[config.mk]
export PLATFORM = sky130hd
export DESIGN_NAME = gated_uart
export DESIGN_NICKNAME = d
export VERILOG_FILES = /design/src/rtl/gated_uart_pkg.sv /design/src/rtl/gated_uart_dp.sv /design/src/rtl/gated_uart_ctrl.sv /design/src/rtl/gated_uart.sv
export SDC_FILE = /design/constraint.sdc
export NUM_CORES = 1
export LEC_CHECK = 0
export ABC_AREA = 1
export BUFFER_PORTS_ARGS = -buffer_cell sky130_fd_sc_hd__clkbuf_2
export CAP_MARGIN = 10
export CORE_MARGIN = 1
export CORE_UTILIZATION = 30
export DETAILED_ROUTE_END_ITERATION = 10
export GPL_TIMING_DRIVEN = 0
export PLACE_DENSITY_LB_ADDON = 0.08
export REMOVE_ABC_BUFFERS = 1
export SETUP_SLACK_MARGIN = 0.4
export SLEW_MARGIN = 10
export SYNTH_ARGS = -nofsm -noshare
export SYNTH_HDL_FRONTEND = slang
export SYNTH_SLANG_ARGS = --single-unit
export TNS_END_PERCENT = 30
[constraint.sdc]
create_clock -name clk -period 2.74 [get_ports clk]
set_clock_uncertainty 0.15 [all_clocks]
set_input_delay 0.137 -clock clk [delete_from_list [all_inputs] [get_ports clk]]
set_output_delay 0.137 -clock clk [all_outputs]
set_load 0.02 [all_outputs]
[src/rtl/gated_uart_pkg.sv]
package gated_uart_pkg;
  localparam int CtrlW  = 32;
  localparam int TxEnB  = 25;
  localparam int RxEnB  = 24;
  localparam int ContB  = 17;
  localparam int LoopB  = 16;
  localparam int SrstNB = 7;
  localparam logic [CtrlW-1:0] CtrlMask = 32'h0303_0080;
  localparam int FrameBits = 10;

  // strobes from control to datapath
  typedef struct packed {
    logic txLoad;   // move holding byte into the shifter
    logic freeze;   // stop all counters in place
    logic holdOff;  // no new frame may start
    logic clear;    // software reset
  } dpCtl_t;

  // results from datapath to control
  typedef struct packed {
    logic       txBusy;
    logic       rxDone;
    logic       stopOk;
    logic [7:0] rxByte;
  } dpStat_t;
endpackage

[src/rtl/gated_uart_dp.sv]
module gated_uart_dp
  import gated_uart_pkg::*;
#(
  parameter int CLK_DIV = 4,
  parameter int OVS     = 16
) (
  input  logic       clk,
  input  logic       rstN,
  input  dpCtl_t     ctl,
  input  logic [7:0] txByte,
  input  logic       rxIn,
  output logic       txLine,
  output dpStat_t    stat
);
  localparam int BitClks = CLK_DIV * OVS;
  localparam int TickW   = $clog2(BitClks);
  localparam int DivW    = (CLK_DIV > 1) ? $clog2(CLK_DIV) : 1;
  localparam int PhW     = $clog2(OVS);

  // transmit shifter
  logic [FrameBits-1:0] txFrame;
  logic [3:0]           txIdx;
  logic [TickW-1:0]     txTick;
  logic                 txBusy;

  always_ff @(posedge clk or negedge rstN) begin
    if (!rstN) begin
      txFrame <= '1; txIdx <= '0; txTick <= '0; txBusy <= 1'b0;
    end else if (ctl.clear) begin
      txFrame <= '1; txIdx <= '0; txTick <= '0; txBusy <= 1'b0;
    end else if (ctl.txLoad) begin
      txFrame <= {1'b1, txByte, 1'b0};
      txIdx   <= '0;
      txTick  <= '0;
      txBusy  <= 1'b1;
    end else if (txBusy && !ctl.freeze) begin
      if (txTick == TickW'(BitClks - 1)) begin
        txTick <= '0;
        if (txIdx == 4'(FrameBits - 1)) txBusy <= 1'b0;
        else                            txIdx  <= txIdx + 4'd1;
      end else begin
        txTick <= txTick + 1'b1;
      end
    end
  end

  assign txLine = txBusy ? txFrame[txIdx] : 1'b1;

  // receive path: synchronizer then oversampling shifter
  typedef enum logic [1:0] {RxIdle, RxStart, RxData, RxStop} rxSt_t;
  rxSt_t           rxSt;
  logic [1:0]      rxSync;
  logic            rxS;
  logic [DivW-1:0] divCnt;
  logic [PhW-1:0]  phase;
  logic [2:0]      bitCnt;
  logic [7:0]      rxShift;
  logic            rxDone, stopOk, ovsTick;

  assign rxS     = rxSync[1];
  assign ovsTick = (divCnt == DivW'(CLK_DIV - 1));

  always_ff @(posedge clk or negedge rstN) begin
    if (!rstN) rxSync <= 2'b11;
    else       rxSync <= {rxSync[0], rxIn};
  end

  always_ff @(posedge clk or negedge rstN) begin
    if (!rstN) begin
      rxSt <= RxIdle; divCnt <= '0; phase <= '0; bitCnt <= '0;
      rxShift <= '0; rxDone <= 1'b0; stopOk <= 1'b1;
    end else if (ctl.clear) begin
      rxSt <= RxIdle; divCnt <= '0; phase <= '0; bitCnt <= '0;
      rxShift <= '0; rxDone <= 1'b0; stopOk <= 1'b1;
    end else begin
      rxDone <= 1'b0;
      if (!ctl.freeze) begin
        if (rxSt == RxIdle) begin
          if (!rxS && !ctl.holdOff) begin
            rxSt <= RxStart; phase <= '0; divCnt <= '0;
          end
        end else begin
          divCnt <= ovsTick ? '0 : divCnt + 1'b1;
          if (ovsTick) begin
            phase <= phase + 1'b1;
            unique case (rxSt)
              RxStart: if (phase == PhW'(OVS/2 - 1)) begin
                if (!rxS) begin rxSt <= RxData; phase <= '0; bitCnt <= '0; end
                else      rxSt <= RxIdle;
              end
              RxData: if (phase == PhW'(OVS - 1)) begin
                rxShift <= {rxS, rxShift[7:1]};
                bitCnt  <= bitCnt + 3'd1;
                if (bitCnt == 3'd7) rxSt <= RxStop;
              end
              RxStop: if (phase == PhW'(OVS - 1)) begin
                rxDone <= 1'b1;
                stopOk <= rxS;
                rxSt   <= RxIdle;
              end
              default: rxSt <= RxIdle;
            endcase
          end
        end
      end
    end
  end

  assign stat = '{txBusy: txBusy, rxDone: rxDone, stopOk: stopOk, rxByte: rxShift};
endmodule

[src/rtl/gated_uart_ctrl.sv]
module gated_uart_ctrl
  import gated_uart_pkg::*;
(
  input  logic             clk,
  input  logic             rstN,
  input  logic             regWe,
  input  logic [CtrlW-1:0] regWdata,
  output logic [CtrlW-1:0] ctrl,
  input  logic             txWe,
  input  logic [7:0]       txData,
  input  logic             rxRe,
  input  logic             dbgHalt,
  input  dpStat_t          stat,
  output dpCtl_t           ctl,
  output logic [7:0]       txByte,
  output logic [7:0]       rxBuf,
  output logic             txFull,
  output logic             rxReady,
  output logic             overrun,
  output logic             frameErr
);
  logic inReset, txEn, rxEn;

  assign inReset = !ctrl[SrstNB];
  assign txEn    = ctrl[TxEnB];
  assign rxEn    = ctrl[RxEnB];

  always_ff @(posedge clk or negedge rstN) begin
    if (!rstN)      ctrl <= '0;
    else if (regWe) ctrl <= regWdata & CtrlMask;
  end

  always_comb begin
    ctl.clear   = inReset;
    ctl.freeze  = dbgHalt && !ctrl[ContB];
    ctl.holdOff = dbgHalt;
    ctl.txLoad  = !inReset && !dbgHalt && txEn && txFull && !stat.txBusy;
  end

  always_ff @(posedge clk or negedge rstN) begin
    if (!rstN) begin
      txFull <= 1'b0; txByte <= '0;
    end else if (inReset) begin
      txFull <= 1'b0; txByte <= '0;
    end else if (txWe && txEn) begin
      txFull <= 1'b1; txByte <= txData;
    end else if (ctl.txLoad) begin
      txFull <= 1'b0;
    end
  end

  always_ff @(posedge clk or negedge rstN) begin
    if (!rstN) begin
      rxBuf <= '0; rxReady <= 1'b0; overrun <= 1'b0; frameErr <= 1'b0;
    end else if (inReset) begin
      rxBuf <= '0; rxReady <= 1'b0; overrun <= 1'b0; frameErr <= 1'b0;
    end else if (stat.rxDone && rxEn) begin
      rxBuf    <= stat.rxByte;
      rxReady  <= 1'b1;
      overrun  <= overrun | rxReady;
      frameErr <= frameErr | !stat.stopOk;
    end else if (rxRe) begin
      rxReady <= 1'b0; overrun <= 1'b0; frameErr <= 1'b0;
    end
  end
endmodule

[src/rtl/gated_uart.sv]
module gated_uart
  import gated_uart_pkg::*;
#(
  parameter int CLK_DIV = 4
) (
  input  logic        clk,
  input  logic        rstN,
  input  logic        regWe,
  input  logic [31:0] regWdata,
  output logic [31:0] regRdata,
  input  logic        txWe,
  input  logic [7:0]  txData,
  input  logic        rxRe,
  output logic [7:0]  rxData,
  output logic        txReady,
  output logic        rxReady,
  output logic        overrun,
  output logic        frameErr,
  output logic        rxIrq,
  output logic        errIrq,
  output logic        txPin,
  input  logic        rxPin,
  input  logic        dbgHalt
);
  dpCtl_t     ctl;
  dpStat_t    stat;
  logic [7:0] txByte;
  logic       txLine, txFull, loopOn;

  gated_uart_ctrl u_ctrl (
    .clk(clk), .rstN(rstN), .regWe(regWe), .regWdata(regWdata), .ctrl(regRdata),
    .txWe(txWe), .txData(txData), .rxRe(rxRe), .dbgHalt(dbgHalt), .stat(stat),
    .ctl(ctl), .txByte(txByte), .rxBuf(rxData), .txFull(txFull),
    .rxReady(rxReady), .overrun(overrun), .frameErr(frameErr)
  );

  gated_uart_dp #(.CLK_DIV(CLK_DIV), .OVS(16)) u_dp (
    .clk(clk), .rstN(rstN), .ctl(ctl), .txByte(txByte),
    .rxIn(loopOn ? txLine : rxPin), .txLine(txLine), .stat(stat)
  );

  assign loopOn  = regRdata[LoopB];
  assign txPin   = loopOn ? 1'b1 : txLine;
  assign txReady = !txFull;
  assign rxIrq   = rxReady;
  assign errIrq  = overrun | frameErr;
endmodule

[Yosys cells after proc, flatten, opt, wreduce, memory -nomap -nowiden]
Index checks and enable logic that the tools add are counted.
Cells by class
  add/sub/neg operators: 5
  magnitude comparators: 1
  eq/ne operators: 34
  mux-type cells: 85
  bitwise gates (word level): 3
  reduce and logical (&&, ||, !) cells: 25
Operators with widths (number)
  2-to-1 mux 8 bit: 10
  2-to-1 mux 4 bit: 13
  2-to-1 mux 1 bit: 31
  2-to-1 mux 2 bit: 15
  2-to-1 mux 6 bit: 4
  2-to-1 mux 3 bit: 7
  2-to-1 mux 10 bit: 2
  inequality test 4 x 2 -> 1 bit, second input constant: 4
  inequality test 3 x 2 -> 1 bit, second input constant: 5
  inequality test 3 bit, second input constant: 5
  AND reduction 7 bit: 2
  inequality test 2 bit, second input constant: 5
  AND reduction 5 bit: 2
  logical AND 1 bit: 9
  AND reduction 3 bit: 3
  adder 4 x 1 -> 4 bit, second input constant: 2
  equality test 4 bit, second input constant: 2
  inequality test 2 x 1 -> 1 bit, second input constant: 4
  zero test 1 bit: 7
  adder 6 x 1 -> 6 bit, second input constant: 1
  equality test 2 bit, second input constant: 3
  equality test 6 bit, second input constant: 1
  inequality test 3 x 1 -> 1 bit, second input constant: 2
  case mux 2 bit (3 select lines): 1
  11 further kinds: 13
Storage, ports and cells
  register bits: 69
  bits of input ports: 47

[Logic depth before layout (Yosys ltp)]
Gate-level depths: netlist of the first run.
  word-level depth: 8
  depth in mapped cells: 10
  depth with buffers taken out: 10

[By module]
A second synthesis of the first run with hierarchy kept.
Unflattened totals
  cell total of the unflattened synthesis: 457
  area, all modules: 3719.8 um^2
Modules (own cells, without submodules)
  gated_uart_dp: instances 1, cells each 298, area an instance 2414.8 um^2, seq. area each 1091.0 um^2
  gated_uart_ctrl: instances 1, cells each 151, area an instance 1266.2 um^2, seq. area each 625.6 um^2
  gated_uart: instances 1, cells each 8, area an instance 38.8 um^2, seq. area each 0.0 um^2

[Least setup slack after synthesis of the first run]
OpenSTA, ideal clock, no wires.
  path kind: register to register
  start point: reg u_dp.rxSt[0]
  end point: reg u_dp.phase[0]
  arrival time: 1340 ps
  required time: 2464 ps
  path slack: 1124 ps
  cell stages (with the launch flop): 10
  path buffers: 0
  period minus slack after synthesis: 1616 ps
  path through: dfrtp_1 -> inv_1 -> ha_1 -> inv_1 -> nand2_1 -> or2_1 -> nand2_2 -> inv_2 -> nand4_1 -> o21ai_0
On the way
  cells in the longest elaborated chain, start to end: 6
RTL lines
  start: declaration: RTL line gated_uart_dp.sv:51  | rxSt_t rxSt;
  start signal: assignment: RTL line gated_uart_dp.sv:89  | else rxSt <= RxIdle;
  start signal: assignment: RTL line gated_uart_dp.sv:94  | if (bitCnt == 3'd7) rxSt <= RxStop;
  start signal: assignment: RTL line gated_uart_dp.sv:99  | rxSt <= RxIdle;
  equality test 2 x 1 -> 1 bit: RTL line gated_uart_dp.sv:86  | unique case (rxSt)
  2-to-1 mux 4 bit: RTL line gated_uart_dp.sv:86
  2-to-1 mux 4 bit: RTL line gated_uart_dp.sv:84  | if (ovsTick) begin
  2-to-1 mux 4 bit: RTL line gated_uart_dp.sv:78  | if (rxSt == RxIdle) begin
  2-to-1 mux 4 bit: RTL line gated_uart_dp.sv:77  | if (!ctl.freeze) begin
  2-to-1 mux 4 bit: RTL line gated_uart_dp.sv:72  | end else if (ctl.clear) begin
  end signal: assignment: RTL line gated_uart_dp.sv:85  | phase <= phase + 1'b1;
  end: declaration: RTL line gated_uart_dp.sv:55  | logic [PhW-1:0] phase;
Several ways; a longest one is shown, not always the timed one. The select of a mux whose other input is x is not followed.
A chain may end at the register's enable or synchronous reset.

[Worst setup path after layout of the first run]
  start point: reg u_ctrl.ctrl[7]
  end point: reg u_dp.txIdx[2]
On the way
  cells in the longest elaborated chain, start to end: 6
RTL lines
  start: declaration: RTL line gated_uart_ctrl.sv:8  | output logic [CtrlW-1:0] ctrl,
  start signal: assignment: RTL line gated_uart_ctrl.sv:30  | else if (regWe) ctrl <= regWdata & CtrlMask;
  logical AND 1 bit (4 in series): RTL line gated_uart_ctrl.sv:37  | ctl.txLoad = !inReset && !dbgHalt && txEn && txFull && !stat.txBusy;
  inequality test 3 bit (no source line) (tied with other cells)
  AND reduction 3 bit (no source line) / 2-to-1 mux 4 bit (equally long branches)
  end signal: assignment: RTL line gated_uart_dp.sv:40  | else txIdx <= txIdx + 4'd1;
  end: declaration: RTL line gated_uart_dp.sv:22  | logic [3:0] txIdx;
Several ways; a longest one is shown, not always the timed one.

==> results of run 1 <==
[stage by stage]
step	setup TNS, ns	instances	hold WS, ns	util, %
6_report	0	622	0.03245	37.30
5_1_grt	0	622	0.05974	37.30
4_1_cts	0	622	0.03474	37.28
3_5_place_dp	0	589	-0.04578	33.06
3_3_place_gp	-0.6995	588	0.1806	32.79
2_1_floorplan	0	406	-0.3086	-
[cell families after synthesis]
family	synth area share [%]
adder cells (fa/ha/maj)	3.815
AND/OR/NAND/NOR	20.81
XOR/XNOR	0.4857
flip-flops	47.59
buffers and inverters	14.39
other	0.1040
AO/OA/AOI/OAI	11.86
multiplexers	0.9365
[worst max-delay path, delay by kind of cell, from the launching register on]
family	cells	cell delay [ns]
buffers and inverters	1	0.23
and+or+nand+nor	3	0.23
AOI/OAI and AO/OA	2	0.60
DFF	1	0.71
[placed cells by master, fill, tap and decap left out, drive strengths merged]
master       instances
nand2               92
inv                 62
dfrtp               56
clkbuf              50
nand3               36
o21ai               30
a21oi               28
conb                27
nor2                22
dlygate4sd3         17
dfstp               12
ha                  11
a22oi                8
nor3                 5
mux2                 3
o22ai                3
clkinv               3
or2                  3
nand4                2
bufinv               2
a31oi                1
o31ai                1
xor2                 1
o211ai               1
xnor2                1
nand3b               1
buf                  1
[report_power, final]
| part | switching, mW | internal [mW] | total [mW] | leakage (nW) |
|---|---|---|---|---|
| registers | 0.0784 | 1.09 | 1.17 | 0.871 |
| logic | 0.315 | 0.160 | 0.475 | 1.17 |
| clock network | 0.421 | 0.817 | 1.24 | 0.159 |
| total | 0.814 | 2.07 | 2.88 | 2.20 |
[area by class of cell]
| class | instances | area, um2 | share of cell area [%] |
|---|---|---|---|
| clock inverters | 5 | 75.07 | 1.740 |
| clock buffers | 11 | 242.7 | 5.626 |
| inverters | 62 | 232.7 | 5.394 |
| flip-flops and latches | 68 | 1720 | 39.88 |
| well taps | 143 | 178.9 | 4.147 |
| repair buffers | 57 | 395.4 | 9.165 |
| multi-input cells | 276 | 1469 | 34.05 |
[worst max path at each step]
| stage | endpoint | depth (start not counted) |
|---|---|---|
| 2_1_floorplan | u_dp.txIdx[2]$_DFFE_PN0P_ | 5 |
| 3_3_place_gp | u_dp.txIdx[2]$_DFFE_PN0P_ | 5 |
| 6_report | u_dp.txIdx[2]$_DFFE_PN0P_ | 6 |
| 5_1_grt | u_dp.txTick[5]$_DFFE_PN0P_ | 6 |
| 3_5_place_dp | u_dp.txIdx[1]$_DFFE_PN0P_ | 5 |
| 4_1_cts | u_dp.txIdx[1]$_DFFE_PN0P_ | 5 |
[per-layer routing]
metal / track usage, % / vias up / routed length (um)
met4: 5.495 / 0 / 108
met3: 3.430 / 8 / 242
met5: 0 / - / 0
met2: 21.04 / 49 / 3387
met1: 18.05 / 1267 / 3831
li1: - / 1395 / -
[registers in the layout, indices dropped and copies added, names as in the netlist, 2 cells and up]
register       flops
u_ctrl.ctrl        5
u_ctrl.rxBuf       8
u_ctrl.txByte      8
u_dp.bitCnt        3
u_dp.divCnt        2
u_dp.phase         4
u_dp.rxShift       8
u_dp.rxSt          2
u_dp.rxSync        2
u_dp.txFrame       9
u_dp.txIdx         4
u_dp.txTick        6
[what timing repair did]
item | 4_1_cts | 5_1_grt
endpoints found under the hold margin | 83 | 0
endpoints found under the setup margin | 0 | 6
hold buffers | 17 | 0
gates resized for setup | 0 | 1
==> impl_results.md, run 1 <==
* Status: finished with violations
* Violations in the final reports: DRC
* Post-Synthesis Cell Area at 3607 um2
* Final hold violations at 0
* Number of warning messages in the yosys log at 0
* Ant. Diodes at 0
* Post-place setup slack at 0.4535 ns
* Destination of the worst register-to-register timing path: u_dp.txIdx[2]$_DFFE_PN0P_
* Type of the most critical hold path: input port to register
* Number of max-cap violations at 0
* Clk_lat worst skew at 0.33 ns
* Core region area at 11560 um2
* Synth area leaders: sky130_fd_sc_hd__dfrtp_1, sky130_fd_sc_hd__dfstp_2, sky130_fd_sc_hd__nand2_1
* Cell with the most instances after synthesis: sky130_fd_sc_hd__nand2_1
* PD cells at 668.0 nW/um2
* Number of rows created at floorplan at 39
* Final ANT Viol Nets at 0
* Unrepaired setup endpoints after global routing: no
* Crit path launch: u_ctrl.ctrl[7]$_DFFE_PN0P_
* Async SR Flop Fraction at 100.0%
* Crit path required time at 2.85 ns
* Most common flop cell mapped by yosys: sky130_fd_sc_hd__dfrtp_1
* Min-delay src: regWe
* Wire length of the first global-routing pass at 13330 um
* Worst path arrival time at 2.12 ns
* Clock Tree Root: sky130_fd_sc_hd__clkbuf_16
* # Post-CTS Setup Buffers at 0
* Hold path depth at 3
* Synthesized area divided by synthesized cell count at 8.630 um2
* Maximum resistive drop on vdd at 403.7 uV
* Height of the die at 111.7 um
* Critical path's slowest cell: sky130_fd_sc_hd__dfrtp_4
* Proportion of layout cells with a drive suffix above 1 at 20.88%
* Initial antenna violation count at 0
* Routability Congestion at 0.7710
* TritonCTS clock tree: built
* Worst hold path endpoint: u_ctrl.ctrl[7]$_DFFE_PN0P_
* Kind of start point of the critical path: register
* Synth cell types at 39
* DR iter-0 viols at 106
* Detail Placement HPWL at 5255 um
* Number of flops mapped to enable cells by yosys at 0
* Cell count of the worst reg-to-reg path at 6
* P&R area growth vs syn at 19.60%
* Number of max-slew violations in the final report at 0
* First-pass DRT Iterations at 9
* Leakage at 2.198 nW
* Via density at 4.371
* Clock Pin Slew Worst Setup and Hold Paths at 0.06 ns
* Initial Util at 31.19%
* Worst Slack Setup Final at 0.7306 ns
* # nets final at 532
* Post-route fraction of the period consumed by the critical path at 73.33%
* Ordered list of cells on the worst path: inv_2, a21oi_4, o21ai_4, nand2_4, nand2_1, nand2_1
* Via count of the first global-routing pass at 2744
* Cell occurring most often along the worst timing path: sky130_fd_sc_hd__nand2_1
* Maximum number of pins on one net before global-route repair at 46
* Reg-to-Reg Start: u_ctrl.ctrl[7]$_DFFE_PN0P_
* Leading cell types by count after synthesis: sky130_fd_sc_hd__nand2_1, sky130_fd_sc_hd__inv_1, sky130_fd_sc_hd__dfrtp_1, sky130_fd_sc_hd__nand3_1, sky130_fd_sc_hd__buf_4
* Overall fraction of global-route tracks in use at 13.57%
* Share of the yosys chip area belonging to registers at 47.59%
* Horizontal die dimension at 111.7 um
* Clock buffer count from CTS at 9
* Number of top-level pins at 94
* Synth Instances at 418
* Crit path largest cell delay at 0.71 ns
* Count of buffers inserted at the top-level ports at 39
* Clock buffer depth at 2
* Wire per inst at 12.17 um
* Share of the synthesized area in the top cell type at 38.85%
* Area of the die at 12470 um2
* Filler cell count in the final layout at 1206
* Design Power at 2.882 mW
* Htree depth at 3
* Final std cell area, no fill at 4314 um2
* Internal reg-to-reg setup slack at 0.73 ns
* DRC violations left at 8
* Area of placed instances at 3824 um2
* Type of destination of the critical path: register
* Total global routing overflow at 0
* # setup viols final at 0
* Cell type with the highest aggregate area in the netlist: sky130_fd_sc_hd__dfrtp_1
* Total wire length at 7569 um
* Synth Register Bits at 68
* Vias at 2719
* Peak Freq at 497.7 MHz
* TritonCTS sink count at 68
* Largest fanout on the critical path at 33
* Period minus WS final at 2.009 ns
* Critical path start-end classification: register to register
Note: power is estimated with default switching activity, not from simulation.
==> inputs of run 2 (changes only) <==
ABC_AREA = 0   (was 1)
clock period = 2.05 ns   (was 2.74 ns; I/O delays follow)
==> run 2 against run 1 <==
The run ends with setup timing left. Utilization increased by 9.3 points. Combinational power increased by 19%. Total power increased by 19%. Via count increased by 9.0%. Sequential cell count unchanged. Worst setup slack got worse by 0.83 ns. First-iteration DRC count increased by 34%. Final cell count increased by 1.8%. Non-clock buffer count increased by 65. Critical path depth decreased by 1. Register-to-register slack got worse by 0.50 ns. Critical path type is now register to output pin. Critical endpoint is now txPin. Largest cell class is now multi-input combinational cells.
==> impl_results.md, run 2 <==
* Status: finished with violations
* Violations in the final reports: setup timing
* Number of warning messages in the yosys log at 0 (unchanged)
* Clock network power share at 41.2% (-1.8 points)
* Cell family with most CP delay: simple AND/OR/NAND/NOR gates
* Synth Instances at 370 (-11%)
* P&R area growth vs syn at 48.29%
* Type of destination of the critical path: output pin
* Register share of total power at 42.3% (+1.7 points)
* Critical path start-end classification: register to output pin
* Final std cell area, no fill at 5160 um2 (+20%)
* Worst path arrival time at 1.89 ns (-0.23 ns)
* Detail Placement HPWL at 5051 um (-3.9%)
* Flip-flop count of the largest register, all copies and words added at 9 (unchanged)
* Synth cell types at 48 (+23%)
* Number of buffers and inverters on the critical path at 1 (unchanged)
* Final ANT Viol Nets at 0 (unchanged)
* Share of the yosys chip area belonging to registers at 49.33% (+1.7 points)
* Synth Register Bits at 68 (unchanged)
* Post-route fraction of the period consumed by the critical path at 104.6%
* Htree depth at 3 (unchanged)
* Initial antenna violation count at 0 (unchanged)
* Area of placed instances at 3692 um2 (-3.4%)
* Routability Congestion at 0.7249 (-6.0%)
* Leading cell types by count after synthesis: sky130_fd_sc_hd__nand2_1, sky130_fd_sc_hd__dfrtp_1, sky130_fd_sc_hd__buf_4, sky130_fd_sc_hd__a21oi_1, sky130_fd_sc_hd__nand3_1
* # setup viols final at 1 (+1)
* Share of the synthesized area in the top cell type at 40.27% (+1.4 points)
* Wire length of the first global-routing pass at 14690 um (+10%)
* # nets final at 546 (+2.6%)
* Number of flops mapped to enable cells by yosys at 0 (unchanged)
* Maximum number of pins on one net before global-route repair at 50 (+8.7%)
* Number of max-slew violations in the final report at 0 (unchanged)
* Via density at 4.684 (+7.2%)
* Cell type with the highest aggregate area in the netlist: sky130_fd_sc_hd__dfrtp_1
* Maximum resistive drop on vdd at 412.1 uV (+2.1%)
* Async SR Flop Fraction at 100.0% (unchanged)
* Horizontal die dimension at 109.7 um (-1.8%)
* Proportion of layout cells with a drive suffix above 1 at 39.96% (+19 points)
* Period minus WS final at 2.145 ns
* Switching share of total power at 27.22% (-1.0 points)
* Crit path required time at 1.80 ns (-1.05 ns)
* Internal Power at 2.491 mW (+20%)
* Total global routing overflow at 0 (unchanged)
* Height of the die at 109.7 um (-1.8%)
* Clock buffer count from CTS at 9 (unchanged)
* Number of top-level pins at 94 (unchanged)
* PD cells at 663.2 nW/um2 (-0.72%)
* Most common cell after layout, fill and taps aside: sky130_fd_sc_hd__nand2_1
* DRC violations left at 0 (-8)
* Overall fraction of global-route tracks in use at 16.42% (+2.9 points)
* Largest Register: u_dp.txFrame
* Synth area leaders: sky130_fd_sc_hd__dfrtp_1, sky130_fd_sc_hd__dfstp_2, sky130_fd_sc_hd__nand2_1
* TritonCTS clock tree: built
* Count of buffers inserted at the top-level ports at 39 (unchanged)
* Worst Slack Setup Final at -0.09504 ns (-0.8257 ns)
* Number of rows created at floorplan at 38 (-2.6%)
* DR iter-0 viols at 142 (+34%)
* Leakage at 2.339 nW (+6.4%)
* Core region area at 11080 um2 (-4.2%)
* Gate power share at 16.5% (about the same)
* Cell total after placement at 533 (-9.5%)
* Total wire length at 9267 um (+22%)
* Ordered list of cells on the worst path: and2b_2, a2111oi_1, or4_1, nand3b_1, clkbuf_8
* Largest fanout on the critical path at 2 (-94%)
* Final hold violations at 0 (unchanged)
* Synthesized area divided by synthesized cell count at 9.404 um2 (+9.0%)
* Clock Pin Slew Worst Setup and Hold Paths at 0.06 ns (about the same)
* Post-layout instance count excluding filler cells at 633 (+1.8%)
* Wire per inst at 14.64 um (+20%)
* Clock Tree Root: sky130_fd_sc_hd__clkbuf_16
* Post-Synthesis Cell Area at 3480 um2 (-3.5%)
* Clock buffer depth at 2 (unchanged)
* Ant. Diodes at 0 (unchanged)
* Vias at 2965 (+9.0%)
* Number of max-cap violations at 0 (unchanged)
* Filler cell count in the final layout at 1058 (-12%)
* Commonest cells after routing, fill and taps aside: sky130_fd_sc_hd__nand2_1, sky130_fd_sc_hd__dfrtp_1, sky130_fd_sc_hd__clkbuf_2, sky130_fd_sc_hd__buf_4
* Psw at 0.9316 mW (+14%)
* Worst hold slack after final layout at 0.09572 ns (+0.06327 ns)
* Peak Freq at 466.2 MHz
* Cell with the most instances after synthesis: sky130_fd_sc_hd__nand2_1
* Crit path largest cell delay at 0.55 ns (-0.16 ns)
* Unrepaired setup endpoints after global routing: yes
* Clk_lat worst skew at 0.33 ns (about the same)
* First-pass DRT Iterations at 4 (-5)
* Type of the most critical hold path: input port to asynchronous set/reset pin
* Design Power at 3.422 mW (+19%)
* Critical path's slowest cell: sky130_fd_sc_hd__or4_1
* Via count of the first global-routing pass at 2906 (+5.9%)
* Area of the die at 12030 um2 (-3.5%)
* Most common flop cell mapped by yosys: sky130_fd_sc_hd__dfrtp_1
* TritonCTS sink count at 68 (unchanged)
* Initial Util at 31.41% (+0.22 points)
* Kind of start point of the critical path: register
## run 2: cell type report
type | instances | area [um2] | area share (%)
multi-input combinational | 277 | 1932 | 37.44
sequential | 68 | 1725 | 33.44
timing repair buffer | 122 | 1011 | 19.59
clock buffer | 12 | 246.5 | 4.777
tap | 140 | 175.2 | 3.395
inverter | 9 | 37.54 | 0.7274
clock inverter | 4 | 25.02 | 0.4850
timing repair inverter | 1 | 7.507 | 0.1455
## run 2: worst reg2reg max path: stages, from the launching register on
cell and delay [ns]:
sky130_fd_sc_hd__dfrtp_1 0.41, sky130_fd_sc_hd__buf_6 0.13, sky130_fd_sc_hd__ha_4 0.17, sky130_fd_sc_hd__nor2_2 0.04
sky130_fd_sc_hd__or3_4 0.37, sky130_fd_sc_hd__a31o_4 0.24, sky130_fd_sc_hd__a32o_1 0.20
## run 2: per-layer routing
metal	global-route usage (%)	vias to the layer above	routed length [um]
met4	5.905	0	92
li1	-	1454	-
met3	4.031	8	282
met2	28.89	64	4759
met5	0	-	0
met1	19.35	1439	4133
## run 2: worst paths after layout
check                                            start                     endpoint  slack (ns)  cells after the start
max                        u_dp.txFrame[2]$_DFFE_PN1P_                        txPin        -0.1                      5
min                                               rstN  u_ctrl.rxBuf[0]$_DFFE_PN0P_         0.1                      2
max reg2reg                   u_dp.rxSt[1]$_DFFE_PN0P_     u_dp.rxSt[0]$_DFFE_PN0P_        0.23                      6
min reg2reg                   u_dp.rxSync[0]$_DFF_PN1_     u_dp.rxSync[1]$_DFF_PN1_        0.21                      0
max in group asynchronous                         rstN  u_dp.txFrame[0]$_DFFE_PN1P_        1.03                      3
min in group clk                               dbgHalt   u_dp.divCnt[0]$_DFFE_PN0P_        0.16                      5
## run 2: cells by family (layout without fill, tap and decap cells)
| logic type | count (synthesis) | in the layout | share of synthesized area [%] |
|---|---|---|---|
| DFF | 68 | 68 | 49.33 |
| adders and majority gates | 11 | 11 | 3.955 |
| xor gates and xnor gates | 2 | 2 | 0.5035 |
| and+or+nand+nor | 159 | 159 | 21.76 |
| buffers and inverters | 52 | 148 | 9.169 |
| muxes | 10 | 10 | 3.596 |
| other | 1 | 27 | 0.1078 |
| AOI/OAI and AO/OA | 67 | 68 | 11.58 |
## run 2: power by group through the flow
| stage | clock network, mW | registers [mW] | logic (mW) |
|---|---|---|---|
| after floorplan | 0 | 1.46 | 0.179 |
| after global routing | 1.52 | 1.45 | 0.614 |
| final | 1.41 | 1.45 | 0.564 |
| after CTS | 1.47 | 1.44 | 0.512 |
| after global placement | 0 | 1.47 | 0.293 |
| after detailed placement | 0 | 1.47 | 0.302 |
## run 2: stage by stage
stage	util, %	TNS [ns]	worst slack (ns)
after floorplan	-	-5.578	-0.4560
after global placement	33.06	-31.20	-1.556
after detailed placement	33.33	-32.30	-1.619
after CTS	43.54	-0.1348	-0.1348
after global routing	46.58	-0.1784	-0.1784
final	46.58	-0.09504	-0.09504
## run 2: repair_timing
item	4_1_cts	5_1_grt
gates cloned	2	0
endpoints found under the setup margin	65	47
pin swaps	22	22
hold endpoints to repair	74	0
buffers inserted	35	17
gates resized for setup	70	60
hold buffers	30	0
